$ cat config.mk
export PLATFORM = sky130hd
export DESIGN_NAME = t1_slot_tap
export DESIGN_NICKNAME = d
export VERILOG_FILES = /design/src/rtl/t1tap_pkg.sv /design/src/rtl/t1tap_cfg_shadow.sv /design/src/rtl/t1tap_frame_ctrl.sv /design/src/rtl/t1tap_bit_gate.sv /design/src/rtl/t1_slot_tap.sv
export SDC_FILE = /design/constraint.sdc
export NUM_CORES = 1
export LEC_CHECK = 0
export ABC_AREA = 1
export CELL_PAD_IN_SITES_DETAIL_PLACEMENT = 0
export CELL_PAD_IN_SITES_GLOBAL_PLACEMENT = 1
export CORE_MARGIN = 1.5
export CORE_UTILIZATION = 31
export DETAILED_ROUTE_END_ITERATION = 16
export GPL_TIMING_DRIVEN = 0
export PLACE_DENSITY = 0.8
export SYNTH_ARGS = -nofsm -noshare
export SYNTH_HDL_FRONTEND = slang
export SYNTH_SLANG_ARGS = --single-unit
$ cat constraint.sdc
create_clock -name clk -period 2.7 [get_ports clk]
set_clock_uncertainty 0.05 [all_clocks]
set_input_delay 0.675 -clock clk [delete_from_list [all_inputs] [get_ports clk]]
set_output_delay 0.675 -clock clk [all_outputs]
set_load 0.03 [all_outputs]
$ cat src/rtl/t1tap_pkg.sv
package t1tap_pkg;

    typedef enum logic [1:0] {
        ST_HUNT = 2'b00,
        ST_PASS = 2'b01,
        ST_SKIP = 2'b10
    } tap_state_e;

    typedef enum logic [1:0] {
        PM_NONE = 2'b00,
        PM_EVEN = 2'b01,
        PM_ODD  = 2'b10,
        PM_BOTH = 2'b11
    } parity_mode_e;

endpackage

$ cat src/rtl/t1tap_cfg_shadow.sv
module t1tap_cfg_shadow #(
    parameter int SLOT_W = 5,
    parameter int BITS   = 8
) (
    input  logic              clk,
    input  logic              rst,
    input  logic              load,
    input  logic [SLOT_W-1:0] slot_in,
    input  logic [1:0]        mode_in,
    input  logic [BITS-1:0]   mask_in,
    output logic [SLOT_W-1:0] slot_q,
    output logic [1:0]        mode_q,
    output logic [BITS-1:0]   mask_q
);

    always_ff @(posedge clk) begin
        if (rst) begin
            slot_q <= '0;
            mode_q <= 2'b00;
            mask_q <= '0;
        end else if (load) begin
            slot_q <= slot_in;
            mode_q <= mode_in;
            mask_q <= mask_in;
        end
    end

    // Shadow registers move only on a frame start
    assert_cfg_hold_R7: assert property (@(posedge clk) disable iff (rst)
        !load |=> ($stable(slot_q) && $stable(mode_q) && $stable(mask_q)));

endmodule

$ cat src/rtl/t1tap_frame_ctrl.sv
module t1tap_frame_ctrl
    import t1tap_pkg::*;
(
    input  logic       clk,
    input  logic       rst,
    input  logic       frame_start,
    input  logic [1:0] mode_next,
    output tap_state_e state,
    output logic       parity_odd,
    output logic       frame_open
);

    tap_state_e state_nx;
    logic       parity_nx;
    logic       accept;

    assign parity_nx = ~parity_odd;

    always_comb begin
        unique case (parity_mode_e'(mode_next))
            PM_NONE: accept = 1'b0;
            PM_EVEN: accept = ~parity_nx;
            PM_ODD:  accept = parity_nx;
            PM_BOTH: accept = 1'b1;
            default: accept = 1'b0;
        endcase
    end

    always_comb begin
        state_nx = state;
        unique case (state)
            ST_HUNT, ST_PASS, ST_SKIP: begin
                if (frame_start) state_nx = accept ? ST_PASS : ST_SKIP;
            end
            default: state_nx = ST_HUNT;
        endcase
    end

    always_ff @(posedge clk) begin
        if (rst) begin
            state      <= ST_HUNT;
            parity_odd <= 1'b0;
        end else begin
            state <= state_nx;
            if (frame_start) parity_odd <= parity_nx;
        end
    end

    always_comb begin
        unique case (state)
            ST_PASS: frame_open = 1'b1;
            ST_HUNT, ST_SKIP: frame_open = 1'b0;
            default: frame_open = 1'b0;
        endcase
    end

    assert_parity_flip_R6: assert property (@(posedge clk) disable iff (rst)
        frame_start |=> (parity_odd != $past(parity_odd)));

    assert_parity_hold_R6: assert property (@(posedge clk) disable iff (rst)
        !frame_start |=> $stable(parity_odd));

    assert_none_mode_R9: assert property (@(posedge clk) disable iff (rst)
        (frame_start && mode_next == 2'b00) |=> (state == ST_SKIP));

    assert_hunt_exit_R1: assert property (@(posedge clk) disable iff (rst)
        (state == ST_HUNT && !frame_start) |=> (state == ST_HUNT));

endmodule

$ cat src/rtl/t1tap_bit_gate.sv
module t1tap_bit_gate #(
    parameter int SLOTS  = 24,
    parameter int BITS   = 8,
    parameter int SLOT_W = 5,
    parameter int POS_W  = 3
) (
    input  logic              clk,
    input  logic              rst,
    input  logic              frame_open,
    input  logic              bit_stb,
    input  logic              in_fbit,
    input  logic              rx_bit,
    input  logic [SLOT_W-1:0] in_slot,
    input  logic [POS_W-1:0]  in_bitpos,
    input  logic [SLOT_W-1:0] slot_q,
    input  logic [BITS-1:0]   mask_q,
    output logic              tap_data,
    output logic              tap_valid
);

    localparam logic [SLOT_W-1:0] SLOT_LIMIT = SLOT_W'(SLOTS);

    logic [BITS-1:0] pos_hit;
    logic            slot_hit;
    logic            take;

    for (genvar i = 0; i < BITS; i++) begin : g_pos
        assign pos_hit[i] = mask_q[i] && (in_bitpos == POS_W'(i));
    end

    assign slot_hit = (in_slot == slot_q) && (slot_q < SLOT_LIMIT);
    assign take     = frame_open && bit_stb && !in_fbit && slot_hit && (|pos_hit);

    always_ff @(posedge clk) begin
        if (rst) begin
            tap_valid <= 1'b0;
            tap_data  <= 1'b0;
        end else begin
            tap_valid <= take;
            tap_data  <= take & rx_bit;
        end
    end

    assert_slot_match_R2: assert property (@(posedge clk) disable iff (rst)
        tap_valid |-> $past(in_slot == slot_q));

    assert_no_fbit_R3: assert property (@(posedge clk) disable iff (rst)
        tap_valid |-> $past(bit_stb && !in_fbit));

    assert_mask_bit_R4: assert property (@(posedge clk) disable iff (rst)
        tap_valid |-> $past(mask_q[in_bitpos]));

    assert_empty_mask_R5: assert property (@(posedge clk) disable iff (rst)
        (mask_q == '0) |=> !tap_valid);

    assert_data_follow_R8: assert property (@(posedge clk) disable iff (rst)
        tap_valid |-> (tap_data == $past(rx_bit)));

    assert_quiet_data_R8: assert property (@(posedge clk) disable iff (rst)
        !tap_valid |-> !tap_data);

endmodule

$ cat src/rtl/t1_slot_tap.sv
module t1_slot_tap
    import t1tap_pkg::*;
#(
    parameter int SLOTS = 24,
    parameter int BITS  = 8
) (
    input  logic       clk,
    input  logic       rst,
    input  logic       rx_bit,
    input  logic       bit_stb,
    input  logic       in_fbit,
    input  logic       frame_start,
    input  logic [4:0] in_slot,
    input  logic [2:0] in_bitpos,
    input  logic [4:0] cfg_slot,
    input  logic [1:0] cfg_mode,
    input  logic [7:0] cfg_mask,
    output logic       tap_data,
    output logic       tap_valid
);

    localparam int SLOT_W = 5;
    localparam int POS_W  = $clog2(BITS);

    logic [SLOT_W-1:0] slot_q;
    logic [1:0]        mode_q;
    logic [BITS-1:0]   mask_q;
    tap_state_e        state;
    logic              parity_odd;
    logic              frame_open;

    t1tap_cfg_shadow #(.SLOT_W(SLOT_W), .BITS(BITS)) u_shadow (
        .clk     (clk),
        .rst     (rst),
        .load    (frame_start),
        .slot_in (cfg_slot),
        .mode_in (cfg_mode),
        .mask_in (cfg_mask),
        .slot_q  (slot_q),
        .mode_q  (mode_q),
        .mask_q  (mask_q)
    );

    t1tap_frame_ctrl u_ctrl (
        .clk         (clk),
        .rst         (rst),
        .frame_start (frame_start),
        .mode_next   (cfg_mode),
        .state       (state),
        .parity_odd  (parity_odd),
        .frame_open  (frame_open)
    );

    t1tap_bit_gate #(
        .SLOTS  (SLOTS),
        .BITS   (BITS),
        .SLOT_W (SLOT_W),
        .POS_W  (POS_W)
    ) u_gate (
        .clk        (clk),
        .rst        (rst),
        .frame_open (frame_open),
        .bit_stb    (bit_stb),
        .in_fbit    (in_fbit),
        .rx_bit     (rx_bit),
        .in_slot    (in_slot),
        .in_bitpos  (in_bitpos),
        .slot_q     (slot_q),
        .mask_q     (mask_q),
        .tap_data   (tap_data),
        .tap_valid  (tap_valid)
    );

    // A delivered bit must come from a frame whose parity was accepted
    assert_parity_gate_R6: assert property (@(posedge clk) disable iff (rst)
        tap_valid |-> $past(state == ST_PASS));

    assert_mode_accept_R6: assert property (@(posedge clk) disable iff (rst)
        (state == ST_PASS) |-> ((mode_q == 2'b11) ||
                                (mode_q == 2'b01 && !parity_odd) ||
                                (mode_q == 2'b10 && parity_odd)));

endmodule

==> results.ini, run 1 <==
[placed_design]
globalplace.congestion=0.817
portBuffers=30
dp_hpwl_microns=1470
dp_cells=185
dpl-instance-area_sq_mm=0.00116

[critical_path]
crit_arrival_ps=1260
r2r_setup_slack_ps=1650
crit_path_start_kind=flip-flop
cp_cell_sequence=clkdlybuf4s50_1
critPathRequiredTime_ps=1980
crit_path_max_incr_delay_ps=660
path_delay_family=buffers and inverters
crit_buf_inv=1
crit_fanout=1
regToRegStartpoint=u_shadow.slot_q[3]
crit_type=reg -> out
worstSetupStartpoint=u_gate.tap_valid
cp-end-kind=primary output
cp_slowest_cell=clkdlybuf4s50_1

[synth]
yosys.area.top_type=dfxtp_1
yosysSeqAreaShare_pct=43.6
ys_ff_latch=18
syn_area_per_cell_sq_um=6.61
ys_types=14
netlist_instances=125
syn_area_sq_um=826
synthTopCellsByArea=dfxtp_1 44%, nand2_1 12%, nor2_1 10%
syn-num-nets=154
yosys_warnings=0
synth_top_area_share_pct=43.6

[power]
ir_drop_v=0.000256
power_w=0.000518
leakage_nw=0.537
p_per_area_mw_per_mm2=437

[detailed_routing]
first_pass_iters=4
antenna_left=0
wl_per_cell_microns=10.1
route.vias.total=837
vias_per_cell=4.45
drt-initial-drc-count=17
drc=0
routed_wl_microns=1900

[layout]
fin_area_sq_mm=0.00119
fill_cells=269
drive_gt1_share_pct=9.49
final-seq-area_sq_um=360
num_antenna_cells=0
layout.nets=189
synthToLayoutAreaGrowth_pct=43.6
multi_input_area_sq_um=382
instances_no_fill=188

[run]
timing.max_cap.violations=0

[cts]
cts_made_buffers=3
cts_tree=yes
cts_resized=0
clock_sinks=18
clock_path_buffers=2
postCtsSetupBuffers=0
path_clk_slew_ps=100
clock_latency_ps=270
cts_max_level=1
holdBufCountCts=0
cts-root-buf=clkbuf_4

[floorplanning]
coreArea_sq_mm=0.00250
ios=31
die_h_microns=54.6
dieArea_sq_mm=0.00298
fp-row-count=18
floorplan.initialDensity_pct=33.0
die_w_microns=54.6

[global_routing]
grt.total_usage_pct=14.6
grt_overflow_total=0
grt_max_degree=11
grt_pass1_wl_microns=3050
grt_pass1_vias=772
antenna_found_initial=0

[timing]
slew_violations=0
period_share_pct=73.5
rsz0062_at_grt=false
tns_ps=0
max_clock_freq_mhz=504
max_slew_margin_pct=79.7
layout_min_cycle_time_ps=1980
hold_viol_final=0
worstMarginPinSlew_ps=303
final-setup-viol-count=0

[hold_path]
min_from=u_shadow.slot_q[1]
min_path_type=reg -> reg

[status]
outcome=completed

==> stage by stage <==
stage / hold slack [ps] / util [%] / setup WS [ps]
floorplan: 388 / - / 1400
global placement: 395 / 46.5 / 823
detailed placement: 408 / 46.5 / 787
CTS: 424 / 47.4 / 696
global route: 453 / 47.4 / 631
finish: 423 / 47.4 / 717
==> synthesized netlist by cell type, drive strengths merged <==
cell type and n:
o21ai 15, nand3 9, a21oi 8, buf 4, inv 16, nor2 27, nand2 26, clkinv 1
nand3b 1, dfxtp 18
==> power breakdown <==
group	total [W]	switching, W	internal [W]
combinational	0.000101	0.0000447	0.0000567
clock	0.000126	0.0000741	0.0000517
sequential	0.000291	0.00000846	0.000282
==> kinds of logic after synthesis <==
kind of cell | synth area share, %
compound gates | 13.9
buf+inv | 10.2
flops | 43.6
simple gates | 32.3
==> layout by cell type (no fill, tap or decap), drive strengths merged <==
master         synthesis  layout
nand3b                 1       1
a21oi                  8       8
clkinv                 1       1
nor2                  27      27
buf                    4       4
o21ai                 15      15
clkbuf                 0       3
dfxtp                 18      18
clkdlybuf4s50          0      30
nand2                 26      26
nand3                  9       9
inv                   16      16
==> final cells by class <==
type	instances	area share (%)
tap	30	3.16
timing repair buffer	30	25.3
multi-input combinational	86	32.2
buffer	4	1.69
clock buffer	3	1.90
sequential	18	30.4
inverter	17	5.38
==> registers in the layout, summed over array words and instances (netlist names) <==
signal / flops
u_shadow.mask_q: 8
u_gate.tap_data: 1
u_shadow.slot_q: 5
u_ctrl.state: 2
u_ctrl.parity_odd: 1
u_gate.tap_valid: 1
==> per-layer routing <==
metal	global-route usage, %	routed length [microns]	share of wire [%]
met5	0	0	0
met2	25.0	889	47
met4	6.25	27	1.4
met1	16.8	919	48
met3	4.10	63	3.3
==> final timing paths <==
path | end | cells after the start
hold reg to reg | u_shadow.slot_q[1] | 2
setup / recovery | tap_valid | 1
hold / removal | u_shadow.slot_q[1] | 2
setup reg to reg | u_gate.tap_data | 8
Power figures use the tool's default switching activity.
==> inputs of run 2 (changes only) <==
Settings changed: CORE_UTILIZATION 31 to 26, PLACE_DENSITY 0.8 to 0.72.
Clock period 2.7 ns to 1.75 ns, I/O delays scaled along.
==> results.ini, run 2 (same netlist as run 1, synthesis figures left out) <==
[critical_path]
reg2reg_to=u_gate.tap_data
worstRegToRegCells=8  ; unchanged
crit_path_start_kind=flip-flop
endpoint=tap_valid
crit_arrival_ps=1010  ; -250 ps
cp-end-kind=primary output
path_delay_family=buffers and inverters
worstSetupStartpoint=u_gate.tap_valid
crit_path_max_incr_delay_ps=390  ; -270 ps
cp_cell_sequence=dlygate4sd2_1
crit_type=reg -> out
crit_fanout=1  ; unchanged
r2r_setup_slack_ps=690  ; -960 ps
cp_slowest_cell=dlygate4sd2_1
crit_buf_inv=1  ; unchanged
regToRegStartpoint=u_shadow.slot_q[3]
worst-path-stages=1  ; unchanged
critPathRequiredTime_ps=1260  ; -720 ps

[timing]
layout_min_cycle_time_ps=1490
rsz0062_at_grt=false
hold_viol_final=0  ; unchanged
max_clock_freq_mhz=669
slew_violations=0  ; unchanged
worstMarginPinSlew_ps=298  ; -4.69 ps
period_share_pct=85.4
final-setup-viol-count=0  ; unchanged
max_slew_margin_pct=80.2  ; +0.45 points
tns_ps=0  ; unchanged

[global_routing]
grt_pass1_vias=742  ; -3.9%
grt_max_degree=11  ; unchanged
grt_overflow_total=0  ; unchanged
grt_pass1_wl_microns=3200  ; +5.0%
antenna_found_initial=0  ; unchanged
grt.total_usage_pct=12.4  ; -2.2 points

[status]
outcome=completed

[floorplanning]
die_h_microns=59.4  ; +8.7%
coreArea_sq_mm=0.00303  ; +21%
ios=31  ; unchanged
fp-row-count=20  ; +2
dieArea_sq_mm=0.00352  ; +18%
floorplan.initialDensity_pct=27.3  ; -5.8 points
die_w_microns=59.4  ; +8.7%

[layout]
reg_top3=u_shadow.mask_q (8), u_shadow.slot_q (5), u_ctrl.state (2)
fill_cells=325  ; +21%
multi_input_area_sq_um=382  ; unchanged
largest-register=u_shadow.mask_q
mostFrequentLayoutCell=clkdlybuf4s50_1
fin_util_pct=40.1  ; -7.3 points
synthToLayoutAreaGrowth_pct=47.1
num_antenna_cells=0  ; unchanged
instances_no_fill=203  ; +8.0%
layout.nets=189  ; unchanged
final-seq-area_sq_um=360  ; unchanged
largest_register_ffs=8  ; unchanged
layout_common_cells=28 x clkdlybuf4s50_1, 26 x nand2_1, 23 x nor2_1, 18 x dfxtp_1, 14 x o21ai_0
drive_gt1_share_pct=10.1  ; +0.57 points

[run]
timing.max_cap.violations=0  ; unchanged

[cts]
clock_sinks=18  ; unchanged
postCtsSetupBuffers=0  ; unchanged
cts_tree=yes
cts_max_level=1  ; unchanged
path_clk_slew_ps=120  ; +20 ps
cts-root-buf=clkbuf_4
cts_made_buffers=3  ; unchanged
clock_latency_ps=300  ; +30 ps
clock_path_buffers=2  ; unchanged

[power]
p_int_w=0.000650  ; +66%
leakage_nw=0.554  ; +3.2%
p_per_area_mw_per_mm2=715  ; +64%
p_seq_share_pct=51.7  ; -4.4 points
p_comb_share_pct=18.2  ; -1.4 points
p_sw_w=0.000218  ; +71%
switching_share_pct=25.1  ; +0.55 points
p_clk_share_pct=30.1  ; +5.8 points
ir_drop_v=0.000438  ; +71%

[detailed_routing]
wl_met2_microns=940  ; +5.7%
vias_per_cell=4.21  ; -5.5%
antenna_left=0  ; unchanged
first_pass_iters=4  ; unchanged
wl_per_cell_microns=9.84  ; -2.7%
highest_layer=met4
drc=0  ; unchanged
route.vias.total=854  ; +2.0%
routed_wl_microns=2000  ; +5.1%
drt-initial-drc-count=53  ; +36
m1WireLength_microns=904  ; -1.6%
met3WireLength_microns=118  ; +87%

[hold_path]
min_path_type=reg -> reg

[placed_design]
globalplace.congestion=0.771  ; -5.6%
portBuffers=30  ; unchanged
dp_cells=199  ; +7.6%
dp_hpwl_microns=1480  ; +0.67%

==> run 2: cell types whose count changed in the layout (fill, tap and decap cells not counted) <==
cell,before,now
clkbuf_8,0,1
dlygate4sd2_1,0,2
clkdlybuf4s50_1,30,28
==> run 2: worst reg2reg max path: cells and delay by family, from the launching register on <==
family / cells / cell delay (ps)
AND/OR/NAND/NOR: 7 / 560
flip-flops: 1 / 360
buffers and inverters: 1 / 50
==> run 2: cell type report <==
class | count | share of cell area, %
multi-input cells | 86 | 31.4
repair buffers | 30 | 24.5
clock buffers | 4 | 2.99
flip-flops and latches | 18 | 29.7
well taps | 44 | 4.53
inverters | 17 | 5.25
plain buffers | 4 | 1.65
==> run 2: stage by stage <==
stage                     hold slack (ps)  area (sq um)  setup WS (ps)  power, W
after floorplan                       388           826            691  0.000530
after global placement                395          1180            107  0.000613
after detailed placement              407          1180           82.6  0.000617
after CTS                             424          1210            243  0.000879
after global routing                  448          1210            209  0.000913
final                                 427          1210            256  0.000868
==> run 2: repair_timing <==
action,in CTS,in global routing
hold buffers,0,0
endpoints found under the hold margin,0,0
setup endpoints to repair,2,0
resized for setup,2,0
==> run 2: how the worst min path moves through the flow <==
stage | startpoint | slack (ps) | depth (start not counted) | endpoint
after floorplan | u_shadow.slot_q[0] | 390 | 2 | u_shadow.slot_q[0]
after global placement | u_shadow.slot_q[0] | 390 | 2 | u_shadow.slot_q[0]
after detailed placement | u_shadow.slot_q[0] | 410 | 2 | u_shadow.slot_q[0]
after CTS | u_shadow.slot_q[0] | 420 | 2 | u_shadow.slot_q[0]
after global routing | u_shadow.slot_q[0] | 450 | 2 | u_shadow.slot_q[0]
final | u_shadow.slot_q[0] | 430 | 2 | u_shadow.slot_q[0]
==> run 2: power groups by stage <==
stage	combinational (W)	sequential (W)	clock (W)
floorplan	0.0000744	0.000455	0
global placement	0.000155	0.000458	0
detailed placement	0.000159	0.000458	0
CTS	0.000160	0.000449	0.000270
global route	0.000178	0.000453	0.000283
finish	0.000158	0.000449	0.000261
==> run 2: per-layer routing <==
layer	GRT usage [%]	up-vias
met4	5.84	0
met2	21.5	21
met5	0	-
met1	13.8	370
li1	-	461
met3	3.71	2
